## src/rtl/intc_pkg.sv

```systemverilog
package intc_pkg;

  typedef enum logic [1:0] {
    STEP_IDLE = 2'd0,
    STEP_BASE = 2'd1,
    STEP_SKIP = 2'd2,
    STEP_MODE = 2'd3
  } initStep_t;

  typedef struct packed {
    logic icw1;
    logic icw2;
    logic icw4;
    logic maskWr;
    logic ocw2;
    logic ocw3;
    logic ack;
  } intcStrobe_t;

  // Command-word bit positions the decoder depends on
  localparam int B_INIT   = 4;
  localparam int B_SELECT = 3;
  localparam int B_SNGL   = 1;
  localparam int B_NEED4  = 0;
  localparam int B_CPU    = 0;
  localparam int B_AUTO   = 1;
  localparam int B_ROT    = 7;
  localparam int B_SPEC   = 6;
  localparam int B_EOI    = 5;
  localparam int B_POLL   = 2;
  localparam int B_RDSEL  = 1;
  localparam int B_RDISR  = 0;

endpackage

```

## src/rtl/intc_ctrl.sv

```systemverilog
module intc_ctrl
  import intc_pkg::*;
(
  input  logic        clk,
  input  logic        rstN,
  input  logic        busWrEn,
  input  logic        busRdEn,
  input  logic        busAddr,
  input  logic        busWide,
  input  logic [7:0]  busWdata,
  input  logic        pollOn,
  input  logic        ackEn,
  input  logic        errClr,
  output intcStrobe_t strobe,
  output logic        ready,
  output logic        err
);

  initStep_t step;
  logic wrOk, rdOk, cmdWr, datWr, icw4Try, icw1Bad, errSet;
  logic unusedBits;

  assign unusedBits = ^{busWdata[7:5], busWdata[2]};

  assign wrOk  = busWrEn && !busWide;
  assign rdOk  = busRdEn && !busWide;
  assign cmdWr = wrOk && !busAddr;
  assign datWr = wrOk && busAddr;

  always_comb begin
    strobe        = '0;
    strobe.icw1   = cmdWr && busWdata[B_INIT];
    strobe.ocw3   = cmdWr && !busWdata[B_INIT] && ready && busWdata[B_SELECT];
    strobe.ocw2   = cmdWr && !busWdata[B_INIT] && ready && !busWdata[B_SELECT];
    strobe.maskWr = datWr && ready;
    strobe.icw2   = datWr && !ready && (step == STEP_BASE);
    strobe.icw4   = datWr && !ready && (step == STEP_MODE) && busWdata[B_CPU];
    strobe.ack    = ackEn;
  end

  assign icw4Try = datWr && !ready && (step == STEP_MODE);
  assign icw1Bad = strobe.icw1 && (busWdata[B_SNGL] || !busWdata[B_NEED4]);
  assign errSet  = icw1Bad
                || (icw4Try && !busWdata[B_CPU])
                || (rdOk && pollOn)
                || ((busWrEn || busRdEn) && busWide);

  always_ff @(posedge clk or negedge rstN) begin
    if (!rstN) begin
      step  <= STEP_IDLE;
      ready <= 1'b0;
      err   <= 1'b0;
    end else begin
      if (errSet)      err <= 1'b1;
      else if (errClr) err <= 1'b0;

      if (strobe.icw1) begin
        ready <= 1'b0;
        step  <= icw1Bad ? STEP_IDLE : STEP_BASE;
      end else if (strobe.icw2) begin
        step <= STEP_SKIP;
      end else if (datWr && !ready && step == STEP_SKIP) begin
        step <= STEP_MODE;
      end else if (strobe.icw4) begin
        ready <= 1'b1;
        step  <= STEP_IDLE;
      end
    end
  end

endmodule

```

## src/rtl/intc_dp.sv

```systemverilog
module intc_dp
  import intc_pkg::*;
#(
  parameter int NPIN = 8
) (
  input  logic            clk,
  input  logic            rstN,
  input  intcStrobe_t     strobe,
  input  logic [7:0]      busWdata,
  input  logic            busAddr,
  input  logic            ready,
  input  logic [NPIN-1:0] reqSet,
  input  logic [NPIN-1:0] reqHeld,
  output logic [NPIN-1:0] irrQ,
  output logic [NPIN-1:0] isrQ,
  output logic [NPIN-1:0] maskQ,
  output logic            aeoiQ,
  output logic            pollOn,
  output logic [7:0]      busRdata,
  output logic            intr,
  output logic [7:0]      ackVector
);

  localparam int PW = $clog2(NPIN);
  localparam int BW = 8 - PW;
  localparam logic [PW-1:0] SPUR_PIN = PW'(NPIN - 1);

  logic [PW-1:0] lowPri, reqPin, isrPin, ackPin, eoiPin, p;
  logic [BW-1:0] baseQ;
  logic          rotQ, risQ, reqHit, isrHit, blocked, eoiDo;
  logic [NPIN-1:0] irrN, isrN;
  logic [PW-1:0]   lowN;

  // Priority scan: start at the pin just above the lowest-priority pin
  always_comb begin
    reqHit  = 1'b0;
    reqPin  = SPUR_PIN;
    isrHit  = 1'b0;
    isrPin  = '0;
    blocked = 1'b0;
    p       = '0;
    for (int i = 0; i < NPIN; i++) begin
      p = lowPri + PW'(i + 1);
      if (!blocked) begin
        if (isrQ[p]) begin
          blocked = 1'b1;
          isrHit  = 1'b1;
          isrPin  = p;
        end else if (!reqHit && irrQ[p] && !maskQ[p]) begin
          reqHit = 1'b1;
          reqPin = p;
        end
      end
    end
  end

  assign ackPin    = reqHit ? reqPin : SPUR_PIN;
  assign intr      = reqHit;
  assign ackVector = {baseQ, ackPin};

  assign eoiPin = busWdata[B_SPEC] ? busWdata[PW-1:0] : isrPin;
  assign eoiDo  = strobe.ocw2 && busWdata[B_EOI] && (busWdata[B_SPEC] || isrHit);

  always_comb begin
    irrN = irrQ;
    if (strobe.ack && !reqHeld[ackPin]) irrN[ackPin] = 1'b0;
    if (ready) irrN = irrN | reqSet;

    isrN = isrQ;
    if (eoiDo) isrN[eoiPin] = 1'b0;
    if (strobe.ack && !aeoiQ) isrN[ackPin] = 1'b1;

    lowN = lowPri;
    if (strobe.icw1) lowN = SPUR_PIN;
    else if (eoiDo && busWdata[B_ROT]) lowN = eoiPin;
    else if (strobe.ocw2 && busWdata[B_SPEC] && !busWdata[B_EOI] && busWdata[B_ROT])
      lowN = busWdata[PW-1:0];
    if (strobe.ack && aeoiQ && rotQ) lowN = ackPin;
  end

  always_comb begin
    if (pollOn)       busRdata = '0;
    else if (busAddr) busRdata = maskQ;
    else if (risQ)    busRdata = isrQ;
    else              busRdata = irrQ;
  end

  always_ff @(posedge clk or negedge rstN) begin
    if (!rstN) begin
      irrQ   <= '0;
      isrQ   <= '0;
      maskQ  <= '0;
      lowPri <= SPUR_PIN;
      baseQ  <= '0;
      rotQ   <= 1'b0;
      aeoiQ  <= 1'b0;
      pollOn <= 1'b0;
      risQ   <= 1'b0;
    end else begin
      irrQ   <= irrN;
      isrQ   <= isrN;
      lowPri <= lowN;
      if (strobe.icw1) begin
        maskQ <= '0;
        risQ  <= 1'b0;
      end
      if (strobe.maskWr) maskQ <= busWdata;
      if (strobe.icw2)   baseQ <= busWdata[7:PW];
      if (strobe.icw4)   aeoiQ <= busWdata[B_AUTO];
      if (strobe.ocw2)   rotQ  <= busWdata[B_ROT];
      if (strobe.ocw3) begin
        pollOn <= busWdata[B_POLL];
        if (busWdata[B_RDSEL]) risQ <= busWdata[B_RDISR];
      end
    end
  end

endmodule

```

## src/rtl/prio_intc.sv

```systemverilog
module prio_intc
  import intc_pkg::*;
#(
  parameter int NPIN = 8
) (
  input  logic            clk,
  input  logic            rstN,
  input  logic            busWrEn,
  input  logic            busRdEn,
  input  logic            busAddr,
  input  logic            busWide,
  input  logic [7:0]      busWdata,
  output logic [7:0]      busRdata,
  input  logic [NPIN-1:0] reqSet,
  input  logic [NPIN-1:0] reqHeld,
  input  logic            ackEn,
  output logic [7:0]      ackVector,
  output logic            intr,
  input  logic            errClr,
  output logic            err
);

  intcStrobe_t     strobe;
  logic            ready, pollOn, aeoiQ;
  logic [NPIN-1:0] irrQ, isrQ, maskQ;

  intc_ctrl u_ctrl (
    .clk(clk), .rstN(rstN),
    .busWrEn(busWrEn), .busRdEn(busRdEn), .busAddr(busAddr),
    .busWide(busWide), .busWdata(busWdata), .pollOn(pollOn),
    .ackEn(ackEn), .errClr(errClr),
    .strobe(strobe), .ready(ready), .err(err)
  );

  intc_dp #(.NPIN(NPIN)) u_dp (
    .clk(clk), .rstN(rstN), .strobe(strobe), .busWdata(busWdata),
    .busAddr(busAddr), .ready(ready), .reqSet(reqSet), .reqHeld(reqHeld),
    .irrQ(irrQ), .isrQ(isrQ), .maskQ(maskQ), .aeoiQ(aeoiQ),
    .pollOn(pollOn), .busRdata(busRdata), .intr(intr), .ackVector(ackVector)
  );

endmodule

```

## config.mk

```make
export PLATFORM = sky130hd
export DESIGN_NAME = prio_intc
export DESIGN_NICKNAME = d
export VERILOG_FILES = /design/src/rtl/intc_pkg.sv /design/src/rtl/intc_ctrl.sv /design/src/rtl/intc_dp.sv /design/src/rtl/prio_intc.sv
export SDC_FILE = /design/constraint.sdc
export NUM_CORES = 1
export LEC_CHECK = 0
export ABC_AREA = 1
export BUFFER_PORTS_ARGS = -buffer_cell sky130_fd_sc_hd__buf_2
export CAP_MARGIN = 25
export CORE_MARGIN = 1
export CORE_UTILIZATION = 61
export CTS_BUF_LIST = sky130_fd_sc_hd__clkbuf_8
export DETAILED_ROUTE_END_ITERATION = 6
export HOLD_SLACK_MARGIN = 0.08
export PLACE_DENSITY = 0.88
export SYNTH_ARGS = -nofsm -noshare
export SYNTH_HDL_FRONTEND = slang
export SYNTH_SLANG_ARGS = --single-unit
```

## constraint.sdc

```tcl
create_clock -name clk -period 4.8 [get_ports clk]
set_input_delay 0.24 -clock clk [delete_from_list [all_inputs] [get_ports clk]]
set_output_delay 0.24 -clock clk [all_outputs]
set_load 0.1 [all_outputs]
```

==> results.json, run 1 <==
{
  "cts_max_path_buffers": 2,
  "numCtsBuffers": 5,
  "synth_flop_cell": "dfrtp_1",
  "drc_errors": 0,
  "crit_required_ns": 4.56,
  "mostFrequentLayoutCell": "nand2_1",
  "cts_setup_buffers": 0,
  "drv_slew": 0,
  "outcome": "completed",
  "crit_end": "ackVector[2]",
  "crit_path_end_kind": "primary output",
  "setup_violations": 0,
  "syn_nets": 640,
  "slowest_delay_ns": 0.54,
  "critPathMaxFanout": 11,
  "fin_crit_sh": 0.852,
  "io_buffers": 49,
  "min_period_ns": 4.09,
  "htreeDepth": 2,
  "min_path_type": "in -> async",
  "synthAdderAreaFrac": 0.00666,
  "relSlewSlack": 0.396,
  "syn_area_mm2": 0.00376,
  "track_usage": 0.391,
  "synth_cell_types": 40,
  "cap_violations": 0,
  "grt_pass1_vias": 4127,
  "viasPerCell": 6.16,
  "critPathLaunchType": "flip-flop",
  "critPathMostFrequentCell": "nand2_1",
  "synth_compound_area_frac": 0.132,
  "dp.final_hpwl_um": 9420,
  "wl_per_cell_um": 16.6,
  "route.layer.met1.wl_um": 4700,
  "worstPathCellList": "inv_1, ha_1, inv_2, nand3_1, nand3_1, nand2_1, inv_2, nand3_1, nand3_2, nor2_4, nand2_1, nor2_2, nand2_1, inv_1, nand2_1, a21oi_2, buf_2",
  "critPathTopFamily": "simple AND/OR/NAND/NOR gates",
  "route.met3.wl_um": 1200,
  "critPathKind": "reg -> out",
  "row_count": 28,
  "final_cell_mix": "182 x nand2_1, 109 x nand3_1, 78 x inv_1, 50 x o21ai_0, 49 x buf_2",
  "synth_edf_count": 0,
  "root_buffer": "clkbuf_8",
  "drtPass1Iterations": 7,
  "skew_ns": 0.00908,
  "drt_iter0_drc": 529,
  "synth_top_family_by_area": "simple AND/OR/NAND/NOR gates",
  "top_layer_used": "met4",
  "crit_path_top_delay_cell": "dfstp_2",
  "max_freq_mhz": 244,
  "die-area_mm2": 0.00648,
  "cts.sinks": 40,
  "wl_met2_um": 5610,
  "setup_tns_ns": 0,
  "start_util": 0.635,
  "rr_startpoint": "u_dp.lowPri[1]",
  "r2r_end": "u_dp.irrQ[4]",
  "syn2layout_area_growth_pct": 9.65,
  "synthMuxAreaShare": 0.00899,
  "post_synth_and_or_nand_nor_area_fraction": 0.457,
  "syn_avg_cell_area_um2": 6.20,
  "n_antenna_cell": 0,
  "synth_xor_area_frac": 0.0130,
  "crit_start": "u_dp.lowPri[1]",
  "cts_tree": "built",
  "r2r_slack_ns": 1.03,
  "postRouteAntennaNets": 0,
  "cp.depth": 17,
  "tightest_slew_ns": 0.906,
  "ys_async_sr_fraction": 1.00,
  "vias": 4459,
  "fp.dieH_um": 80.5,
  "cts_hold_buf": 0,
  "synth-warning-count": 0,
  "clk_latency_ns": 0.30,
  "rsz0062_at_grt": "no",
  "cp.arrival_ns": 3.85,
  "hold_viol_final": 0,
  "io_pins": 50,
  "drive_above_1_share": 0.171,
  "cts.repair.resized": 0,
  "synth-seq-cells": 40,
  "grt_max_degree": 41,
  "core_mm2": 0.00592,
  "rr_worst_depth": 23,
  "final_nets": 682,
  "antenna_found_initial": 0,
  "gp_congestion": 1.04,
  "die_w_um": 80.5,
  "ys_seq_area_frac": 0.267,
  "cts.clk_slew.worst_paths_ns": 0.09,
  "grt_pass1_wl_um": 19200,
  "crit_buf_inv": 5,
  "routed_wl_um": 12000,
  "grt_overflow_total": 0,
  "synthCells": 606
}
## state kept, by name (all words and copies together), names as in the netlist
register and cells:
u_dp.rotQ 1, u_dp.lowPri 3, u_dp.risQ 1, u_dp.irrQ 8, u_dp.baseQ 5, u_dp.maskQ 8
u_ctrl.err 1, u_dp.isrQ 8, u_ctrl.ready 1, u_dp.aeoiQ 1, u_dp.pollOn 1, u_ctrl.step 2
## synth_stat cells (all sizes together) (3+ instances only)
library cell / count / area, µm²
nand2: 195 / 780
nand3: 116 / 623
inv: 85 / 319
o21ai: 51 / 255
dfrtp: 37 / 926
nor2: 32 / 164
a21oi: 18 / 93.8
nand4: 14 / 109
buf: 11 / 81.3
o22ai: 11 / 68.8
clkbuf: 8 / 30.0
nor3: 5 / 30.0
a31oi: 3 / 18.8
dfstp: 3 / 78.8
mux2: 3 / 33.8
## final cells by class
| type | instances | area (µm²) |
|---|---|---|
| clock buffer | 6 | 82.6 |
| multi-input combinational | 462 | 2320 |
| tap | 75 | 93.8 |
| sequential | 40 | 1000 |
| inverter | 85 | 319 |
| fill | 533 | 1800 |
| timing repair buffer | 54 | 283 |
| clock inverter | 2 | 15.0 |
## per-stage QoR
stage | setup WS (ns) | cells | utilization | instance area, µm² | hold slack (ns)
2_1_floorplan | 0.444 | 606 | - | 3760 | -0.0556
3_3_place_gp | 1.17 | 716 | 0.680 | 4020 | 0.387
3_5_place_dp | 1.12 | 716 | 0.680 | 4020 | 0.417
4_1_cts | 0.779 | 724 | 0.696 | 4120 | 0.0911
5_1_grt | 0.370 | 724 | 0.696 | 4120 | 0.128
6_report | 0.709 | 724 | 0.696 | 4120 | 0.0625
## cells by family after synthesis
group / count (synthesis)
simple gates: 364
buf+inv: 104
compound gates: 90
flops: 40
xor+xnor: 3
mux: 3
fa+ha+maj: 2
## metal layers
metal  GRT usage  vias to the layer above
met1       0.484                     2011
met3      0.0648                       58
li1            -                     2089
met2       0.658                      301
met4       0.184                        0
met5           0                        -
## how the worst min path moves through the flow
stage | start | to | slack (ns)
after floorplan | rstN | u_ctrl.err | -0.06
after CTS | rstN | u_dp.pollOn | 0.09
after detailed placement | rstN | u_ctrl.step[1] | 0.42
after global placement | rstN | u_dp.baseQ[4] | 0.39
after global routing | rstN | u_dp.pollOn | 0.13
final | rstN | u_ctrl.step[1] | 0.06
Power of run 1 is left out: the tool's default activity adds up to more than one toggle a clock period on the data nets, which glitch-free logic cannot reach.
==> run 2, diff against run 1 <==
--- a/config.mk
+++ b/config.mk
@@ -5,7 +5,6 @@
 export SDC_FILE = /design/constraint.sdc
 export NUM_CORES = 1
 export LEC_CHECK = 0
-export ABC_AREA = 1
 export BUFFER_PORTS_ARGS = -buffer_cell sky130_fd_sc_hd__buf_2
 export CAP_MARGIN = 25
 export CORE_MARGIN = 1
@@ -13,7 +12,7 @@
 export CTS_BUF_LIST = sky130_fd_sc_hd__clkbuf_8
 export DETAILED_ROUTE_END_ITERATION = 6
 export HOLD_SLACK_MARGIN = 0.08
-export PLACE_DENSITY = 0.88
+export PLACE_DENSITY = 0.87
 export SYNTH_ARGS = -nofsm -noshare
 export SYNTH_HDL_FRONTEND = slang
 export SYNTH_SLANG_ARGS = --single-unit
==> results.json, run 2 <==
{
  "die_w_um": 85.4,
  "max_freq_mhz": 215,
  "skew_ns": 0.00569,
  "cts_tree": "built",
  "r2r_slack_ns": 0.34,
  "outcome": "completed",
  "core_mm2": 0.00676,
  "min_period_ns": 4.66,
  "postRouteAntennaNets": 0,
  "crit_path_top_delay_cell": "dfstp_2",
  "critPathKind": "reg -> out",
  "synth-seq-cells": 40,
  "gp_congestion": 0.987,
  "crit_path_end_kind": "primary output",
  "synth.most_common_cell": "dfrtp_1",
  "row_count": 30,
  "power.leakage_uw": 0.00188,
  "start_util": 0.628,
  "hold_viol_final": 0,
  "io_pins": 50,
  "ir_drop_mv": 0.294,
  "drive_above_1_share": 0.295,
  "n_antenna_cell": 0,
  "cap_violations": 0,
  "track_usage": 0.372,
  "numCtsBuffers": 5,
  "syn2layout_area_growth_pct": 13.2,
  "fp.dieH_um": 85.4,
  "fillCellCount": 508,
  "min_path_type": "in -> async",
  "drt_iter0_drc": 592,
  "setup_ws_ns": 0.138,
  "synth_edf_count": 0,
  "viasPerCell": 7.35,
  "critPathLaunchType": "flip-flop",
  "multiInputGateArea_mm2": 0.00309,
  "synth-warning-count": 0,
  "finalNonFillerCells": 591,
  "crit_required_ns": 4.56,
  "synth_flop_cell": "dfrtp_1",
  "cts.clk_slew.worst_paths_ns": 0.08,
  "grt_pass1_wl_um": 20900,
  "synthCells": 467,
  "cp.arrival_ns": 4.42,
  "htreeDepth": 2,
  "rr_worst_depth": 12,
  "io_buffers": 49,
  "grt_overflow_total": 0,
  "biggestRegsByFlops": "u_dp.irrQ (8), u_dp.isrQ (8), u_dp.maskQ (8)",
  "fin_area_mm2": 0.00480,
  "relSlewSlack": 0.255,
  "drtPass1Iterations": 5,
  "routed_wl_um": 13300,
  "root_buffer": "clkbuf_8",
  "power-per-cell-area_mw_per_mm2": 361,
  "mostFrequentLayoutCell": "buf_2",
  "postPlaceCellArea_mm2": 0.00465,
  "ys_async_sr_fraction": 1.00,
  "die-area_mm2": 0.00729,
  "tightest_slew_ns": 1.11,
  "seqCellArea_mm2": 0.00100,
  "cts.sinks": 40,
  "antenna_found_initial": 0,
  "syn_area_mm2": 0.00424,
  "worstPathCellList": "inv_8, ha_4, mux2_4, mux4_2, or2_4, nor3_4, a22oi_2, a2111oi_0, a2111o_2, buf_4, buf_12",
  "clk_latency_ns": 0.30,
  "critPathMaxFanout": 18,
  "rsz0062_at_grt": "no",
  "dp.final_hpwl_um": 9750,
  "pre_cts_slack_ns": 0.298,
  "final_cell_mix": "46 x buf_2, 37 x dfrtp_1, 36 x nor2_1, 30 x a21oi_1, 27 x mux2i_1",
  "vias": 4346,
  "rr_startpoint": "u_dp.lowPri[1]",
  "wl_per_cell_um": 22.4,
  "synthTopCellsByCount": "37 x dfrtp_1, 36 x nor2_1, 30 x a21oi_1",
  "cts_max_path_buffers": 2,
  "synth_cell_types": 82,
  "yosysTopAreaCell": "dfrtp_1",
  "power.total_uw": 1730,
  "ys_top_cells_by_area": "dfrtp_1 22%, mux4_2 12%, mux2i_1 6.6%",
  "ys_seq_area_frac": 0.237,
  "drc_errors": 0,
  "grt_max_degree": 41,
  "finalHoldWorstSlack_ns": 0.0542,
  "yosysTopAreaCellShare": 0.218,
  "fin_crit_sh": 0.971,
  "r2r_end": "u_dp.isrQ[4]",
  "setup_violations": 0,
  "drv_slew": 0,
  "place_inst": 581,
  "syn_nets": 501,
  "syn_avg_cell_area_um2": 9.09,
  "final_nets": 544,
  "grt_pass1_vias": 3991,
  "slowest_delay_ns": 0.62
}
==> run 2: cell types whose count changed after synthesis, sizes merged, moves of 22 or more <==
cell / delta
inv: -69
nand3: -93
mux2i: +29
mux4: +22
mux2: +23
nand2: -167
o21ai: -27
==> run 2: routing by layer <==
layer / part of all wire / track usage
met1: 0.39 / 0.495
met2: 0.47 / 0.602
met3: 0.098 / 0.0506
met4: 0.047 / 0.176
met5: 0 / 0
==> run 2: cells by family (layout without fill, tap and decap cells) <==
group | count (synthesis) | count (layout) | synth area share
and+or+nand+nor | 162 | 162 | 0.207
AOI/OAI and AO/OA | 133 | 134 | 0.228
muxes | 77 | 77 | 0.256
buffers and inverters | 49 | 92 | 0.0519
DFF | 40 | 40 | 0.237
xor gates and xnor gates | 4 | 4 | 0.0145
adders and majority gates | 2 | 2 | 0.00590
==> run 2: repair_timing <==
action,in CTS,in global routing
hold endpoints to repair,0,0
hold buffers,0,0
setup endpoints to repair,0,5
buffers inserted,0,1
resized for setup,0,8
==> run 2: worst max path at each step <==
| stage | startpoint | to | slack (ns) |
|---|---|---|---|
| after floorplan | u_dp.lowPri[0] | u_dp.isrQ[4] | -0.56 |
| after CTS | u_dp.lowPri[0] | ackVector[1] | 0.01 |
| after global routing | u_dp.lowPri[0] | ackVector[1] | 0.005 |
| after global placement | u_dp.lowPri[1] | u_dp.isrQ[5] | 0.39 |
| final | u_dp.lowPri[0] | ackVector[1] | 0.14 |
| after detailed placement | u_dp.lowPri[1] | u_dp.isrQ[4] | 0.30 |
==> run 2: final cells by class <==
type,count,share of cell area
tap,80,0.0208
inverter,17,0.0175
clock inverter,2,0.00208
sequential,40,0.209
multi-input combinational,379,0.644
clock buffer,6,0.0172
timing repair buffer,67,0.0894
==> run 2: report_power, final <==
part	switching [µW]	leakage (µW)	internal (µW)
sequential	69.6	0.000452	394
combinational	682	0.00138	350
clock	120	0.0000510	115
==> run 2: per-stage QoR <==
stage | util | TNS, ns
floorplan | - | -5.59
global placement | 0.689 | 0
detailed placement | 0.689 | 0
CTS | 0.703 | 0
global route | 0.711 | 0
finish | 0.711 | 0
==> run 2: critical path, delay by kind of cell, from the launching register on <==
family | cells | cell delay (ns)
and+or+nand+nor | 2 | 0.59
adders and majority gates | 1 | 0.44
DFF | 1 | 0.62
muxes | 2 | 0.92
buffers and inverters | 3 | 0.41
AOI/OAI and AO/OA | 3 | 1.13
(Power assumes the default switching activity.)
==> run 3, diff against run 2 <==
--- a/config.mk
+++ b/config.mk
@@ -11,6 +11,7 @@
 export CORE_UTILIZATION = 61
 export CTS_BUF_LIST = sky130_fd_sc_hd__clkbuf_8
 export DETAILED_ROUTE_END_ITERATION = 6
+export GPL_TIMING_DRIVEN = 0
 export HOLD_SLACK_MARGIN = 0.08
 export PLACE_DENSITY = 0.87
 export SYNTH_ARGS = -nofsm -noshare
==> results.json, run 3 (synthesis gave the netlist of run 2 again) <==
{
  "fin_area_mm2": 0.00496,
  "p_comb_frac": 0.582,
  "relSlewSlack": 0.330,
  "internal-power_uw": 946,
  "crit_path_end_kind": "primary output",
  "rsz0062_at_grt": "no",
  "critPathLaunchType": "flip-flop",
  "drtPass1Iterations": 5,
  "cts_tree": "built",
  "multiInputGateArea_mm2": 0.00311,
  "mostFrequentLayoutCell": "buf_2",
  "fin_crit_sh": 0.982,
  "hold_viol_final": 0,
  "cts_hold_buf": 0,
  "core_mm2": 0.00676,
  "pwr-share-clk": 0.180,
  "setup_violations": 0,
  "power-per-cell-area_mw_per_mm2": 368,
  "viasPerCell": 7.36,
  "fillCellCount": 510,
  "io_pins": 50,
  "crit_required_ns": 4.56,
  "numCtsBuffers": 5,
  "antenna_found_initial": 0,
  "final_cell_mix": "47 x buf_2, 37 x dfrtp_1, 34 x nor2_1, 30 x a21oi_1, 28 x mux2i_1",
  "vias": 4505,
  "htreeDepth": 2,
  "power.leakage_uw": 0.00194,
  "syn2layout_area_growth_pct": 16.8,
  "min_path_type": "in -> async",
  "biggestRegsByFlops": "u_dp.irrQ (8), u_dp.isrQ (8), u_dp.maskQ (8)",
  "min_period_ns": 4.72,
  "power.total_uw": 1820,
  "drc_errors": 0,
  "critPathMaxFanout": 10,
  "critPathKind": "reg -> out",
  "setup_tns_ns": 0,
  "cts.sinks": 40,
  "max_freq_mhz": 212,
  "postPlaceCellArea_mm2": 0.00468,
  "grt_overflow_total": 0,
  "seqCellArea_mm2": 0.00100,
  "outcome": "completed",
  "final_nets": 565,
  "switchingPower_uw": 875,
  "postRouteAntennaNets": 0,
  "clk_latency_ns": 0.30,
  "drv_slew": 0,
  "tightest_slew_ns": 1.00,
  "fp.dieH_um": 85.4,
  "cts.clk_slew.worst_paths_ns": 0.08,
  "start_util": 0.628,
  "routed_wl_um": 13600,
  "n_antenna_cell": 0,
  "grt_max_degree": 41,
  "cap_violations": 0,
  "die-area_mm2": 0.00729,
  "cp.arrival_ns": 4.48,
  "gp_congestion": 0.969,
  "wl_per_cell_um": 22.2,
  "dp.final_hpwl_um": 10200,
  "cts_max_path_buffers": 2,
  "root_buffer": "clkbuf_8",
  "die_w_um": 85.4,
  "skew_ns": 0.00920,
  "drive_above_1_share": 0.291,
  "track_usage": 0.375,
  "grt_pass1_wl_um": 21300,
  "io_buffers": 47,
  "ir_drop_mv": 0.324,
  "p_sw_frac": 0.481,
  "grt_pass1_vias": 4235,
  "row_count": 30,
  "drt_iter0_drc": 568,
  "sequentialPowerShare": 0.238
}
## run 3: worst paths after layout
| path | from | endpoint | slack, ns | cells past startpoint |
|---|---|---|---|---|
| min in group clk | reqSet[4] | u_dp.irrQ[4] | 0.14 | 3 |
| max in group asynchronous | rstN | u_dp.isrQ[2] | 4.17 | 1 |
| setup reg to reg | u_dp.lowPri[1] | u_dp.isrQ[1] | 0.10 | 16 |
| hold reg to reg | u_dp.baseQ[3] | u_dp.baseQ[3] | 0.50 | 2 |
| hold / removal | rstN | u_dp.baseQ[2] | 0.06 | 1 |
| setup / recovery | u_dp.lowPri[1] | ackVector[1] | 0.08 | 15 |
## run 3: what timing repair did
| action | CTS | global route |
|---|---|---|
| gates resized for setup | 9 | 9 |
| setup buffers | 3 | 7 |
| cloned | 0 | 0 |
| endpoints found under the setup margin | 18 | 11 |
| pin swaps | 3 | 4 |
## run 3: area by class of cell
cell class / count / share of cell area
Sequential cell: 40 / 0.203
Timing Repair Buffer: 57 / 0.0649
Inverter: 17 / 0.0169
Tap cell: 80 / 0.0202
Clock buffer: 5 / 0.0139
Clock inverter: 3 / 0.0129
Buffer: 32 / 0.0419
Multi-Input combinational cell: 378 / 0.627
## run 3: power by group through the flow
stage | Sequential [µW] | Clock [µW] | Combinational, µW
after CTS | 432 | 328 | 1040
after detailed placement | 437 | 0 | 1030
after floorplan | 566 | 0 | 703
after global routing | 437 | 342 | 1110
final | 433 | 328 | 1060
after global placement | 432 | 0 | 1000
## run 3: metal layers
metal	GRT usage	part of all wire	wire length [µm]
met5	0	0	0
met4	0.176	0.044	593
met3	0.0584	0.090	1230
met2	0.641	0.49	6640
met1	0.466	0.38	5110
## run 3: stage by stage
stage               utilization  instances  hold slack (ns)  setup slack [ns]
detailed placement        0.692        594            0.410            -0.523
global route              0.734        612            0.132            0.0190
CTS                       0.721        605           0.0936           0.00227
global placement          0.692        594            0.399            -0.389
floorplan                     -        467          -0.0556            -0.561
finish                    0.734        612           0.0616            0.0844
## run 3: worst max-delay path, stage by stage, from the launching register on
cell and delay, ns:
dfstp_2 0.55, buf_6 0.16, inv_1 0.08, clkbuf_8 0.19
ha_4 0.28, buf_6 0.14, mux2_4 0.32, mux4_2 0.59
or2_4 0.31, nor4_4 0.23, buf_4 0.19, nand3_1 0.09
and3_1 0.18, a2111o_1 0.44, buf_4 0.22, buf_6 0.19
